`config.mk`:
```
export PLATFORM = sky130hd
export DESIGN_NAME = cps_seq
export DESIGN_NICKNAME = d
export VERILOG_FILES = /design/src/rtl/cps_pkg.sv /design/src/rtl/cps_addr_regs.sv /design/src/rtl/cps_limits.sv /design/src/rtl/cps_seq.sv
export SDC_FILE = /design/constraint.sdc
export NUM_CORES = 1
export LEC_CHECK = 0
export BUFFER_PORTS_ARGS = -buffer_cell sky130_fd_sc_hd__buf_2
export CAP_MARGIN = 20
export CORE_MARGIN = 3
export CORE_UTILIZATION = 57
export DETAILED_ROUTE_END_ITERATION = 7
export PLACE_DENSITY = 0.81
export SLEW_MARGIN = 0
export SYNTH_ARGS = -nofsm -noshare
export SYNTH_HDL_FRONTEND = slang
export SYNTH_SLANG_ARGS = --single-unit
export TNS_END_PERCENT = 50
```
`constraint.sdc`:
```
create_clock -name clk_i -period 3.6 [get_ports clk_i]
set_input_delay 0.18 -clock clk_i [delete_from_list [all_inputs] [get_ports clk_i]]
set_output_delay 0.18 -clock clk_i [all_outputs]
set_load 0.005 [all_outputs]
```
`src/rtl/cps_pkg.sv`:
```
package cps_pkg;
  typedef enum logic [4:0] {
    OP_RREG = 5'd0,  OP_WREG = 5'd1,  OP_RPSW = 5'd2,  OP_WPSW = 5'd3,
    OP_RMEM = 5'd4,  OP_WMEM = 5'd5,  OP_RMEMI = 5'd6, OP_WMEMI = 5'd7,
    OP_RIO  = 5'd8,  OP_WIO  = 5'd9,  OP_START = 5'd10, OP_STOP = 5'd11,
    OP_CONT = 5'd12, OP_STEP = 5'd13, OP_CRST = 5'd14, OP_LDPC = 5'd15,
    OP_WRUN = 5'd16, OP_ALO  = 5'd17, OP_AHI  = 5'd18, OP_IOB  = 5'd19,
    OP_TCMD = 5'd20, OP_TSTP = 5'd21, OP_TRUN = 5'd22
  } op_e;

  typedef enum logic [3:0] {
    F_RREG = 4'd0, F_WREG = 4'd1, F_RPSW = 4'd2, F_WPSW = 4'd3,
    F_RMEM = 4'd4, F_WMEM = 4'd5, F_STA  = 4'd6, F_STO  = 4'd7,
    F_CONT = 4'd8, F_STEP = 4'd9, F_RST  = 4'd10
  } func_e;

  typedef enum logic [1:0] {W_ACK = 2'd0, W_STEP = 2'd1, W_RUN = 2'd2} wait_e;
  typedef enum logic [1:0] {S_IDLE, S_WAIT, S_RST, S_HOLD} state_e;
endpackage

```
`src/rtl/cps_addr_regs.sv`:
```
module cps_addr_regs #(
  parameter int AW = 22,
  parameter int DW = 16
) (
  input  logic          clk_i,
  input  logic          rst_ni,
  input  logic          wr_lo_i,
  input  logic          wr_hi_i,
  input  logic          wr_io_i,
  input  logic          inc_i,
  input  logic [DW-1:0] data_i,
  output logic [AW-1:0] addr_o,
  output logic          ena22_o,
  output logic          map_o,
  output logic [6:0]    io_base_o,
  output logic [1:0]    io_be_o
);
  localparam int HW = AW - 16;

  always_ff @(posedge clk_i or negedge rst_ni) begin
    if (!rst_ni) begin
      addr_o  <= '0;
      ena22_o <= 1'b0;
      map_o   <= 1'b0;
    end else if (wr_lo_i) begin
      addr_o  <= {{HW{1'b0}}, data_i[15:1], 1'b0};
      ena22_o <= 1'b0;
      map_o   <= 1'b0;
    end else if (wr_hi_i) begin
      addr_o[AW-1:16] <= data_i[HW-1:0];
      ena22_o         <= data_i[HW];
      map_o           <= data_i[HW+1];
    end else if (inc_i) begin
      addr_o <= addr_o + AW'(2);
    end
  end

  always_ff @(posedge clk_i or negedge rst_ni) begin
    if (!rst_ni) begin
      io_base_o <= '0;
      io_be_o   <= 2'b11;
    end else if (wr_io_i) begin
      io_base_o <= data_i[12:6];
      io_be_o   <= (data_i[1:0] == 2'b00) ? 2'b11 : data_i[1:0];
    end
  end


  io_be_nz_chk: assert property (@(posedge clk_i) disable iff (!rst_ni)
    io_be_o != 2'b00);


  inc_step_chk: assert property (@(posedge clk_i) disable iff (!rst_ni)
    (inc_i && !wr_lo_i && !wr_hi_i) |=> addr_o == $past(addr_o) + AW'(2));
endmodule

```
`src/rtl/cps_limits.sv`:
```
module cps_limits
  import cps_pkg::*;
#(
  parameter int TW      = 16,
  parameter int TO_CMD  = 50,
  parameter int TO_STEP = 100,
  parameter int TO_RUN  = 5000
) (
  input  logic          clk_i,
  input  logic          rst_ni,
  input  logic [2:0]    set_i,
  input  logic [TW-1:0] data_i,
  input  wait_e         kind_i,
  output logic [TW-1:0] limit_o
);
  localparam logic [TW-1:0] DEF_CMD  = TW'(TO_CMD);
  localparam logic [TW-1:0] DEF_STEP = TW'(TO_STEP);
  localparam logic [TW-1:0] DEF_RUN  = TW'(TO_RUN);

  logic [TW-1:0] lim_q [3];

  always_ff @(posedge clk_i or negedge rst_ni) begin
    if (!rst_ni) begin
      lim_q[0] <= DEF_CMD;
      lim_q[1] <= DEF_STEP;
      lim_q[2] <= DEF_RUN;
    end else begin
      for (int i = 0; i < 3; i++)
        if (set_i[i]) lim_q[i] <= data_i;
    end
  end

  always_comb begin
    case (kind_i)
      W_STEP:  limit_o = lim_q[1];
      W_RUN:   limit_o = lim_q[2];
      default: limit_o = lim_q[0];
    endcase
  end
endmodule

```
`src/rtl/cps_seq.sv`:
```
module cps_seq
  import cps_pkg::*;
#(
  parameter int AW       = 22,
  parameter int DW       = 16,
  parameter int TW       = 16,
  parameter int TO_CMD   = 50,
  parameter int TO_STEP  = 100,
  parameter int TO_RUN   = 5000,
  parameter int HOLD_CYC = 9
) (
  input  logic          clk_i,
  input  logic          rst_ni,
  input  logic          cmd_valid_i,
  output logic          cmd_ready_o,
  input  logic [4:0]    cmd_op_i,
  input  logic [DW-1:0] cmd_data_i,
  input  logic [2:0]    cmd_rnum_i,
  input  logic [4:0]    cmd_woff_i,
  input  logic          cmd_chk_i,
  input  logic [DW-1:0] cmd_mask_i,
  output logic          cp_req_o,
  output logic [3:0]    cp_func_o,
  output logic [2:0]    cp_rnum_o,
  output logic [AW-1:0] cp_addr_o,
  output logic          cp_racc_o,
  output logic [1:0]    cp_be_o,
  output logic          cp_ena22_o,
  output logic          cp_map_o,
  output logic [DW-1:0] cp_din_o,
  output logic          cp_rst_o,
  input  logic          cp_ack_i,
  input  logic          cp_busy_i,
  input  logic          cp_err_i,
  input  logic          cp_merr_i,
  input  logic          cp_go_i,
  input  logic          cp_step_i,
  input  logic          cp_halt_i,
  input  logic [DW-1:0] cp_dout_i,
  output logic          rsp_valid_o,
  output logic [TW-1:0] rsp_cycles_o,
  output logic          rsp_timeout_o,
  output logic          rsp_err_o,
  output logic          rsp_merr_o,
  output logic          rsp_chk_fail_o,
  output logic          rsp_go_o,
  output logic          rsp_step_o,
  output logic          rsp_halt_o,
  output logic [DW-1:0] rsp_data_o
);
  localparam int HW = AW - 16;

  state_e        state_q;
  wait_e         kind_q;
  logic [TW-1:0] cnt_q, limit;
  logic          chain_q, inc_q, chk_q;
  logic [DW-1:0] exp_q, msk_q;

  // command decode
  logic       dec_port, dec_req, dec_io, dec_inc, dec_chain;
  logic       set_lo, set_hi, set_io;
  logic [2:0] set_lim, dec_rnum;
  logic [3:0] dec_func;
  wait_e      dec_kind;

  always_comb begin
    dec_port = 1'b0; dec_req = 1'b1; dec_io = 1'b0; dec_inc = 1'b0;
    dec_chain = 1'b0; dec_func = F_RREG; dec_kind = W_ACK; dec_rnum = cmd_rnum_i;
    set_lo = 1'b0; set_hi = 1'b0; set_io = 1'b0; set_lim = 3'b000;
    case (cmd_op_i)
      OP_RREG:  begin dec_port = 1'b1; dec_func = F_RREG; end
      OP_WREG:  begin dec_port = 1'b1; dec_func = F_WREG; end
      OP_RPSW:  begin dec_port = 1'b1; dec_func = F_RPSW; end
      OP_WPSW:  begin dec_port = 1'b1; dec_func = F_WPSW; end
      OP_RMEM:  begin dec_port = 1'b1; dec_func = F_RMEM; end
      OP_WMEM:  begin dec_port = 1'b1; dec_func = F_WMEM; end
      OP_RMEMI: begin dec_port = 1'b1; dec_func = F_RMEM; dec_inc = 1'b1; end
      OP_WMEMI: begin dec_port = 1'b1; dec_func = F_WMEM; dec_inc = 1'b1; end
      OP_RIO:   begin dec_port = 1'b1; dec_func = F_RMEM; dec_io = 1'b1; end
      OP_WIO:   begin dec_port = 1'b1; dec_func = F_WMEM; dec_io = 1'b1; end
      OP_START: begin dec_port = 1'b1; dec_func = F_STA; end
      OP_STOP:  begin dec_port = 1'b1; dec_func = F_STO; end
      OP_CONT:  begin dec_port = 1'b1; dec_func = F_CONT; end
      OP_STEP:  begin dec_port = 1'b1; dec_func = F_STEP; dec_kind = W_STEP; end
      OP_CRST:  begin dec_port = 1'b1; dec_func = F_RST; end
      OP_LDPC:  begin dec_port = 1'b1; dec_func = F_WREG; dec_rnum = 3'd7; dec_chain = 1'b1; end
      OP_WRUN:  begin dec_port = 1'b1; dec_req = 1'b0; dec_kind = W_RUN; end
      OP_ALO:   set_lo = 1'b1;
      OP_AHI:   set_hi = 1'b1;
      OP_IOB:   set_io = 1'b1;
      OP_TCMD:  set_lim = 3'b001;
      OP_TSTP:  set_lim = 3'b010;
      OP_TRUN:  set_lim = 3'b100;
      default: ;
    endcase
  end

  logic accept;
  assign cmd_ready_o = (state_q == S_IDLE);
  assign accept      = cmd_valid_i && cmd_ready_o;

  // completion condition per wait kind
  logic cond, done, expire;
  always_comb begin
    case (kind_q)
      W_STEP:  cond = !cp_busy_i && !cp_step_i;
      W_RUN:   cond = !cp_busy_i && !cp_go_i;
      default: cond = cp_ack_i;
    endcase
  end
  assign done   = (state_q == S_WAIT) && cond;
  assign expire = (state_q == S_WAIT) && !cond && (cnt_q >= limit);

  logic [AW-1:0] reg_addr, io_addr;
  logic          reg_e22, reg_map;
  logic [6:0]    io_base;
  logic [1:0]    io_be;

  cps_addr_regs #(.AW(AW), .DW(DW)) i_addr (
    .clk_i     (clk_i),
    .rst_ni    (rst_ni),
    .wr_lo_i   (accept && set_lo),
    .wr_hi_i   (accept && set_hi),
    .wr_io_i   (accept && set_io),
    .inc_i     (done && inc_q),
    .data_i    (cmd_data_i),
    .addr_o    (reg_addr),
    .ena22_o   (reg_e22),
    .map_o     (reg_map),
    .io_base_o (io_base),
    .io_be_o   (io_be)
  );

  assign io_addr = {{HW{1'b0}}, 3'b111, io_base, cmd_woff_i, 1'b0};

  cps_limits #(.TW(TW), .TO_CMD(TO_CMD), .TO_STEP(TO_STEP), .TO_RUN(TO_RUN)) i_lim (
    .clk_i   (clk_i),
    .rst_ni  (rst_ni),
    .set_i   (accept ? set_lim : 3'b000),
    .data_i  (cmd_data_i[TW-1:0]),
    .kind_i  (kind_q),
    .limit_o (limit)
  );

  always_ff @(posedge clk_i or negedge rst_ni) begin
    if (!rst_ni) begin
      state_q <= S_IDLE; kind_q <= W_ACK; cnt_q <= '0;
      chain_q <= 1'b0; inc_q <= 1'b0; chk_q <= 1'b0; exp_q <= '0; msk_q <= '0;
      cp_req_o <= 1'b0; cp_func_o <= F_RREG; cp_rnum_o <= '0; cp_addr_o <= '0;
      cp_racc_o <= 1'b0; cp_be_o <= 2'b11; cp_ena22_o <= 1'b0; cp_map_o <= 1'b0;
      cp_din_o <= '0;
    end else begin
      cp_req_o <= 1'b0;
      case (state_q)
        S_IDLE: if (accept && dec_port) begin
          state_q    <= S_WAIT;
          cnt_q      <= TW'(1);
          kind_q     <= dec_kind;
          chain_q    <= dec_chain;
          inc_q      <= dec_inc;
          chk_q      <= cmd_chk_i;
          exp_q      <= cmd_data_i;
          msk_q      <= cmd_mask_i;
          cp_req_o   <= dec_req;
          cp_func_o  <= dec_func;
          cp_rnum_o  <= dec_rnum;
          cp_din_o   <= cmd_data_i;
          cp_addr_o  <= dec_io ? io_addr : reg_addr;
          cp_racc_o  <= dec_io;
          cp_be_o    <= dec_io ? io_be : 2'b11;
          cp_ena22_o <= dec_io ? 1'b0 : reg_e22;
          cp_map_o   <= dec_io ? 1'b0 : reg_map;
        end
        S_WAIT: begin
          if (done && chain_q) begin
            // follow the PC write with a start request
            chain_q   <= 1'b0;
            chk_q     <= 1'b0;
            inc_q     <= 1'b0;
            kind_q    <= W_ACK;
            cnt_q     <= TW'(1);
            cp_req_o  <= 1'b1;
            cp_func_o <= F_STA;
          end else if (done) begin
            state_q <= S_IDLE;
          end else if (expire) begin
            state_q <= S_RST;
          end else begin
            cnt_q <= cnt_q + TW'(1);
          end
        end
        S_RST: begin
          state_q <= S_HOLD;
          cnt_q   <= TW'(1);
        end
        default: begin
          if (cnt_q == TW'(HOLD_CYC)) state_q <= S_IDLE;
          else cnt_q <= cnt_q + TW'(1);
        end
      endcase
    end
  end

  assign cp_rst_o = (state_q == S_RST);

  always_ff @(posedge clk_i or negedge rst_ni) begin
    if (!rst_ni) begin
      rsp_valid_o <= 1'b0; rsp_cycles_o <= '0; rsp_timeout_o <= 1'b0;
      rsp_err_o <= 1'b0; rsp_merr_o <= 1'b0; rsp_chk_fail_o <= 1'b0;
      rsp_go_o <= 1'b0; rsp_step_o <= 1'b0; rsp_halt_o <= 1'b0; rsp_data_o <= '0;
    end else begin
      rsp_valid_o <= done || expire;
      if (done || expire) begin
        rsp_cycles_o   <= cnt_q;
        rsp_timeout_o  <= expire;
        rsp_err_o      <= cp_err_i;
        rsp_merr_o     <= cp_merr_i;
        rsp_go_o       <= cp_go_i;
        rsp_step_o     <= cp_step_i;
        rsp_halt_o     <= cp_halt_i;
        rsp_data_o     <= cp_dout_i;
        rsp_chk_fail_o <= done && chk_q && (|((cp_dout_i ^ exp_q) & ~msk_q));
      end
    end
  end


  req_pulse_chk: assert property (@(posedge clk_i) disable iff (!rst_ni)
    cp_req_o |=> (!cp_req_o || (cp_func_o == F_STA && $past(cp_func_o) == F_WREG)));


  req_refuse_chk: assert property (@(posedge clk_i) disable iff (!rst_ni)
    cp_req_o |-> !cmd_ready_o);


  io_addr_chk: assert property (@(posedge clk_i) disable iff (!rst_ni)
    (cp_req_o && cp_racc_o) |-> (cp_addr_o[15:13] == 3'b111 && !cp_ena22_o && !cp_map_o));


  rst_rsp_chk: assert property (@(posedge clk_i) disable iff (!rst_ni)
    cp_rst_o |-> (rsp_valid_o && rsp_timeout_o));


  rst_once_chk: assert property (@(posedge clk_i) disable iff (!rst_ni)
    cp_rst_o |=> (!cp_rst_o && !cmd_ready_o));


  rsp_pulse_chk: assert property (@(posedge clk_i) disable iff (!rst_ni)
    (rsp_valid_o && !cp_req_o) |=> !rsp_valid_o);
endmodule

```
# ---- Word-level counts from Yosys, hierarchy flattened
# Cells that the tools add are included.
dict set report totals {
  elab_cells 171
  rom_bits 0
  inputBits 72
  register_bits 211
  out_inout_bits 93
  mem_count 0
  latch_bits 0
  mem_bits_rw 0
}
dict set report op_classes {
  reduce_logical 39
  bitwise 3
  addsub 2
  n_eq_ne 35
  div_mod_pow 0
  order_cmp 1
  muxes 56
  n_mul 0
  n_shift 0
}
# op count
set ops {}
lappend ops {{16-bit two-way mux} 6}
lappend ops {{22-bit two-way mux} 3}
lappend ops {{16-bit one-hot mux with 3 select lines} 1}
lappend ops {{5-bit by 4-bit == test with 1-bit output, second input constant} 8}
lappend ops {{4-bit one-hot mux with 10 select lines} 1}
lappend ops {{5-bit == test, second input constant} 7}
lappend ops {{16-bit one-hot mux with 2 select lines} 1}
lappend ops {{22-bit by 2-bit adder with 22-bit output, second input constant} 1}
lappend ops {{5-bit by 3-bit == test with 1-bit output, second input constant} 4}
lappend ops {{1-bit two-way mux} 20}
lappend ops {{2-bit two-way mux} 9}
lappend ops {{17-bit OR reduction} 1}
lappend ops {{16-bit by 1-bit adder with 16-bit output, second input constant} 1}
lappend ops {{16-bit bitwise AND} 1}
lappend ops {{16-bit by 4-bit == test with 1-bit output, second input constant} 1}
lappend ops {{16-bit greater-or-equal comparator} 1}
lappend ops {{16-bit inverter} 1}
lappend ops {{16-bit OR reduction} 1}
lappend ops {{16-bit bitwise XOR} 1}
lappend ops {{1-bit logical AND} 14}
lappend ops {{5-bit by 2-bit == test with 1-bit output, second input constant} 2}
lappend ops {{1-bit one-hot mux with 2 select lines} 5}
lappend ops {{3-bit one-hot mux with 3 select lines} 1}
lappend ops {{4-bit two-way mux} 2}
lappend ops {{25 further kinds} 43}

# ---- Logic depth before layout (Yosys ltp)
dict set report depth {
  ltp_word 10
  mapped_depth 16
  mapped_depth_nobuf 12
}

# ---- Cells and area by module
# From an unflattened synthesis, not the netlist that was laid out.
dict set report unflattened {
  hier_cells 884
  area_unflattened_um2 10211.0
}
# module n_inst cells_per_inst area_each_um2 seq_area_each_um2
set modules_own_cells {}
lappend modules_own_cells {cps_seq 1 557 6281.0 3255.6}
lappend modules_own_cells {cps_limits 1 161 2293.4 1214.9}
lappend modules_own_cells {cps_addr_regs 1 166 1636.6 803.3}

# ---- Worst setup path before layout
# Ideal clock, no wire load.
dict set report synth_path {
  path_kind {register -> register}
  startpoint {register kind_q[0]}
  endpoint {register rsp_cycles_o[4]}
  arrival_ns 3.123
  stages_incl_launch_ff 16
  path_slack_ns 0.349
  setup_time_ns 0.128
  n_path_buf 4
  required_time_ns 3.472
  synth_period_minus_slack_ns 3.251
  path_cell_list {dfrtp_1 -> inv_1 -> ha_1 -> buf_2 -> buf_1 -> nor2_1 -> a21oi_1 -> ha_1 -> nor2b_1 -> o211a_1 -> o311ai_4 -> nand4_4 -> o21a_1 -> buf_6 -> buf_4 -> mux2_1}
}
dict set report synth_between {
  elab_chain_len 6
  elab_cells_between_ends 10
  classes_between {1 x order compare; 2 x eq/ne; 2 x mux; 5 x reduce/logical}
}
# item line
set synth_rtl {}
lappend synth_rtl {{from (decl)} cps_seq.sv:54} ;# wait_e kind_q;
lappend synth_rtl {{from (signal assigned)} cps_seq.sv:158} ;# kind_q <= dec_kind;
lappend synth_rtl {{parallel branches: the longest is 5 deep, another holds 16-bit greater-or-equal comparator} --}
lappend synth_rtl {{1-bit logical OR (*)} cps_seq.sv:213} ;# if (done || expire) begin
lappend synth_rtl {{to (signal assigned)} cps_seq.sv:214} ;# rsp_cycles_o <= cnt_q;
lappend synth_rtl {{to (decl)} cps_seq.sv:41} ;# output logic [TW-1:0] rsp_cycles_o,
# Every way passes the cells marked *.
# A chain may end at the register's enable or synchronous reset.

# ---- Worst setup path after layout
dict set report layout_path {
  startpoint {register kind_q[0]}
  endpoint {register rsp_data_o[14]}
}
dict set report layout_between {
  elab_chain_len 6
  elab_cells_between_ends 10
  classes_between {1 x order compare; 2 x eq/ne; 2 x mux; 5 x reduce/logical}
}
# item line
set layout_rtl {}
lappend layout_rtl {{parallel branches: the longest is 5 deep, another holds 16-bit greater-or-equal comparator} --}
lappend layout_rtl {{1-bit logical OR (*)} cps_seq.sv:213}
lappend layout_rtl {{to (signal assigned)} cps_seq.sv:221} ;# rsp_data_o <= cp_dout_i;
lappend layout_rtl {{to (decl)} cps_seq.sv:49} ;# output logic [DW-1:0] rsp_data_o
# Marks and branches as above.

==> results.cfg <==
[routing]
routed_via_density = 5.943
drc = 0
dr_total_vias = 7916
first_pass_iters = 6
antenna_left = 0
wl_per_cell_um = 20.28
wl_um = 27020
drt_iter0_drc = 665

[grt]
grt_util_all_layers = 0.2870
overflow = 0
grt_max_degree = 103
antenna_found_initial = 0
grt_first_pass_wirelength_um = 42610
grt_pass1_vias = 8032

[setup_path]
crit_top_cell = buf_4
slowest_stage = dfrtp_1
crit_path_max_fanout = 27
worstSetupPathType = reg2reg
worstReg2RegEnd = rsp_data_o[14]$_DFFE_PN0P_
reg2reg_slack_ns = 0.13
r2r_cells = 13
critical_path_required_ns = 3.98
end_kind = register
crit_family = compound AO/OA/AOI/OAI gates
max_stage_delay_ns = 0.39
cp_num_cells = 13
worst-endpoint-arrival_ns = 3.85
start_kind = register
path_buf_inv = 3
path_cells = inv_1 -> ha_2 -> buf_4 -> nor2_1 -> a21oi_1 -> ha_1 -> a31oi_1 -> nor2b_1 -> o311ai_4 -> nand4_4 -> o21a_2 -> buf_4 -> mux2_1
reg2reg_from = kind_q[0]$_DFFE_PN0P_

[timing]
fin_crit_sh = 0.9629
skew_ns = 0.01248
fmax_mhz = 288.5
slew_headroom = 0.4536
slew_violations = 0
worst_pin_slew_ns = 0.8195
hold_viol = 0
setup_viol = 0
rsz0062_at_grt = no
fin_crit_ns = 3.467
setup_tns_ns = 0

[die]
die_area_mm2 = 0.01902
initial_core_util = 0.5899
die_h_um = 137.9
pin_count = 165
rows = 47
fp.coreArea_mm2 = 0.01682
die_w_um = 137.9

[cts]
insertion_delay_ns = 0.51
tritoncts = yes
root_buffer = clkbuf_16
cts_buffer_depth = 3
clk_pin_slew_ns = 0.06
cts.sinks = 209
htree_num_levels = 1
numCtsBuffers = 23

[layout]
fillers = 1144
antenna_cells = 0
area_delta_synth_final_pct = 23.27
fin_area_mm2 = 0.01223
drive_gt1_frac = 0.2986
finalNonFillerCells = 1332
nets = 1190

[synth]
synth_warnings = 0
syn_inst = 878
avgSynthCellArea_um2 = 11.30
ys_ff_latch = 209
ys_seq_area_frac = 0.5291
synth_edf_count = 0
yosys_most_used_dff = dfrtp_1
synthArstFlopShare = 1.000
syn-cell-area_mm2 = 0.009921
synth_cell_types = 66
syn-num-nets = 971

[worst_hold_path]
min_path_cells = 3
min_to = cp_func_o[3]$_DFFE_PN0P_
min_from = cmd_op_i[3]
hold_path_class = in2reg

[pwr]
finalPower_mw = 8.085
clkPwrFrac = 0.272
p_leak_nw = 5.748
p_int_mw = 5.387
p_comb_frac = 0.297
power.share.sequential = 0.432
ir_drop_v = 0.0004571
pwr_density_cell_mw_per_mm2 = 661.1
p_sw_mw = 2.698
swShare = 0.3337

[placed_design]
gp_congestion = 0.9115
numPortBuffers = 163
dpl.hpwl_um = 17200
placed_cells = 1239
placed_cell_area_mm2 = 0.01099

[outcome]
status = finished, final reports clean

[run]
drv_cap = 0
## cell type report
| type | instances | area, µm² | area share |
|---|---|---|---|
| Multi-Input combinational cell | 607 | 4428 | 0.3621 |
| Clock buffer | 35 | 660.6 | 0.05402 |
| Tap cell | 220 | 275.3 | 0.02251 |
| Timing Repair Buffer | 236 | 1509 | 0.1234 |
| Sequential cell | 209 | 5249 | 0.4292 |
| Clock inverter | 5 | 32.53 | 0.002660 |
| Inverter | 20 | 75.07 | 0.006139 |
## Yosys cell counts, types with 5 or more instances
library cell / count / area share
dfstp_2: 15 / 0.040
o211ai_1: 6 / 0.0045
o22ai_1: 16 / 0.010
dfrtp_1: 194 / 0.49
buf_1: 5 / 0.0019
buf_2: 14 / 0.0071
o211a_1: 5 / 0.0050
o21ai_0: 44 / 0.022
o21ai_1: 18 / 0.0091
nor3_1: 5 / 0.0025
nand4_1: 15 / 0.0095
a21oi_1: 29 / 0.015
xnor2_1: 25 / 0.022
or3_1: 6 / 0.0038
a22o_1: 10 / 0.0088
inv_1: 20 / 0.0076
nor2_1: 62 / 0.023
nor2b_1: 6 / 0.0038
and3_1: 5 / 0.0032
mux2_2: 78 / 0.089
nand3_1: 13 / 0.0066
nand2_1: 97 / 0.037
ha_1: 21 / 0.026
mux2_1: 48 / 0.054
mux2i_1: 13 / 0.013
xor2_1: 9 / 0.0079
a22oi_1: 16 / 0.012
clkbuf_1: 19 / 0.0072
## metal layers
metal	GRT usage	vias to the layer above	wire length, µm
met4	0.1224	0	1103
met5	0	-	0
met1	0.3605	3852	10640
met2	0.4992	359	13550
met3	0.03919	98	1718
li1	-	3607	-
## flip-flops by register name, indices dropped and copies added, names as in the netlist, 7 cells and up
signal,count
i_addr.io_base_o,7
rsp_data_o,16
rsp_cycles_o,16
cp_addr_o,21
i_addr.addr_o,21
exp_q,16
i_lim.lim_q,48
msk_q,16
cnt_q,16
## timing repair
action                                  in CTS  in global routing
hold buffers                                53                  0
setup buffers                                0                  0
endpoints found under the setup margin      37                 49
gates resized for setup                      1                  3
endpoints found under the hold margin      144                  0
## through the flow
stage	util	worst slack [ns]	hold WS (ns)
6_report	0.7271	0.1334	0.01840
5_1_grt	0.7271	0.001612	0.008648
4_1_cts	0.7266	0.08351	0.002439
3_5_place_dp	0.6537	-0.04703	0.3097
3_3_place_gp	0.6530	0.1583	0.3136
2_1_floorplan	-	0.3495	-0.1156
## cell usage in the layout (no fill, tap or decap), types with 23 or more instances in the layout
cell	synthesis	layout
o21ai_0	44	44
buf_2	14	162
a21oi_1	29	29
dlygate4sd3_1	0	53
nor2_1	62	62
mux2_1	48	48
xnor2_1	25	25
clkbuf_16	0	23
dfrtp_1	194	194
mux2_2	78	78
nand2_1	97	97
## how the worst max path moves through the flow
stage,from,to,slack [ns]
finish,kind_q[0]$_DFFE_PN0P_,rsp_data_o[14]$_DFFE_PN0P_,0.13
global route,kind_q[0]$_DFFE_PN0P_,rsp_cycles_o[2]$_DFFE_PN0P_,0.002
CTS,kind_q[1]$_DFFE_PN0P_,rsp_cycles_o[14]$_DFFE_PN0P_,0.08
detailed placement,kind_q[0]$_DFFE_PN0P_,rsp_cycles_o[0]$_DFFE_PN0P_,-0.05
global placement,kind_q[0]$_DFFE_PN0P_,rsp_cycles_o[3]$_DFFE_PN0P_,0.16
floorplan,kind_q[0]$_DFFE_PN0P_,rsp_cycles_o[4]$_DFFE_PN0P_,0.35
## cells by family (layout without fill, tap and decap cells)
| logic type | after synthesis | in the layout | share of synthesized area |
|---|---|---|---|
| xor+xnor | 34 | 34 | 0.03002 |
| compound gates | 172 | 172 | 0.1128 |
| mux | 139 | 139 | 0.1561 |
| buf+inv | 62 | 296 | 0.02712 |
| other cells | 1 | 1 | 0.0003780 |
| simple gates | 240 | 240 | 0.1180 |
| flops | 209 | 209 | 0.5291 |
| fa+ha+maj | 21 | 21 | 0.02648 |
## worst min-delay path: stages
cell     delay (ns)
buf_2          0.14
nand4_1        0.08
o21ai_0        0.07
## power by group through the flow
stage                     Sequential (mW)  Clock (mW)  Combinational, mW
after floorplan                      3.40           0               1.42
after global placement               3.45           0               2.16
after detailed placement             3.47           0               2.24
after CTS                            3.45        2.21               2.32
after global routing                 3.55        2.32               2.62
final                                3.49        2.20               2.40
Power figures use the tool's default switching activity.
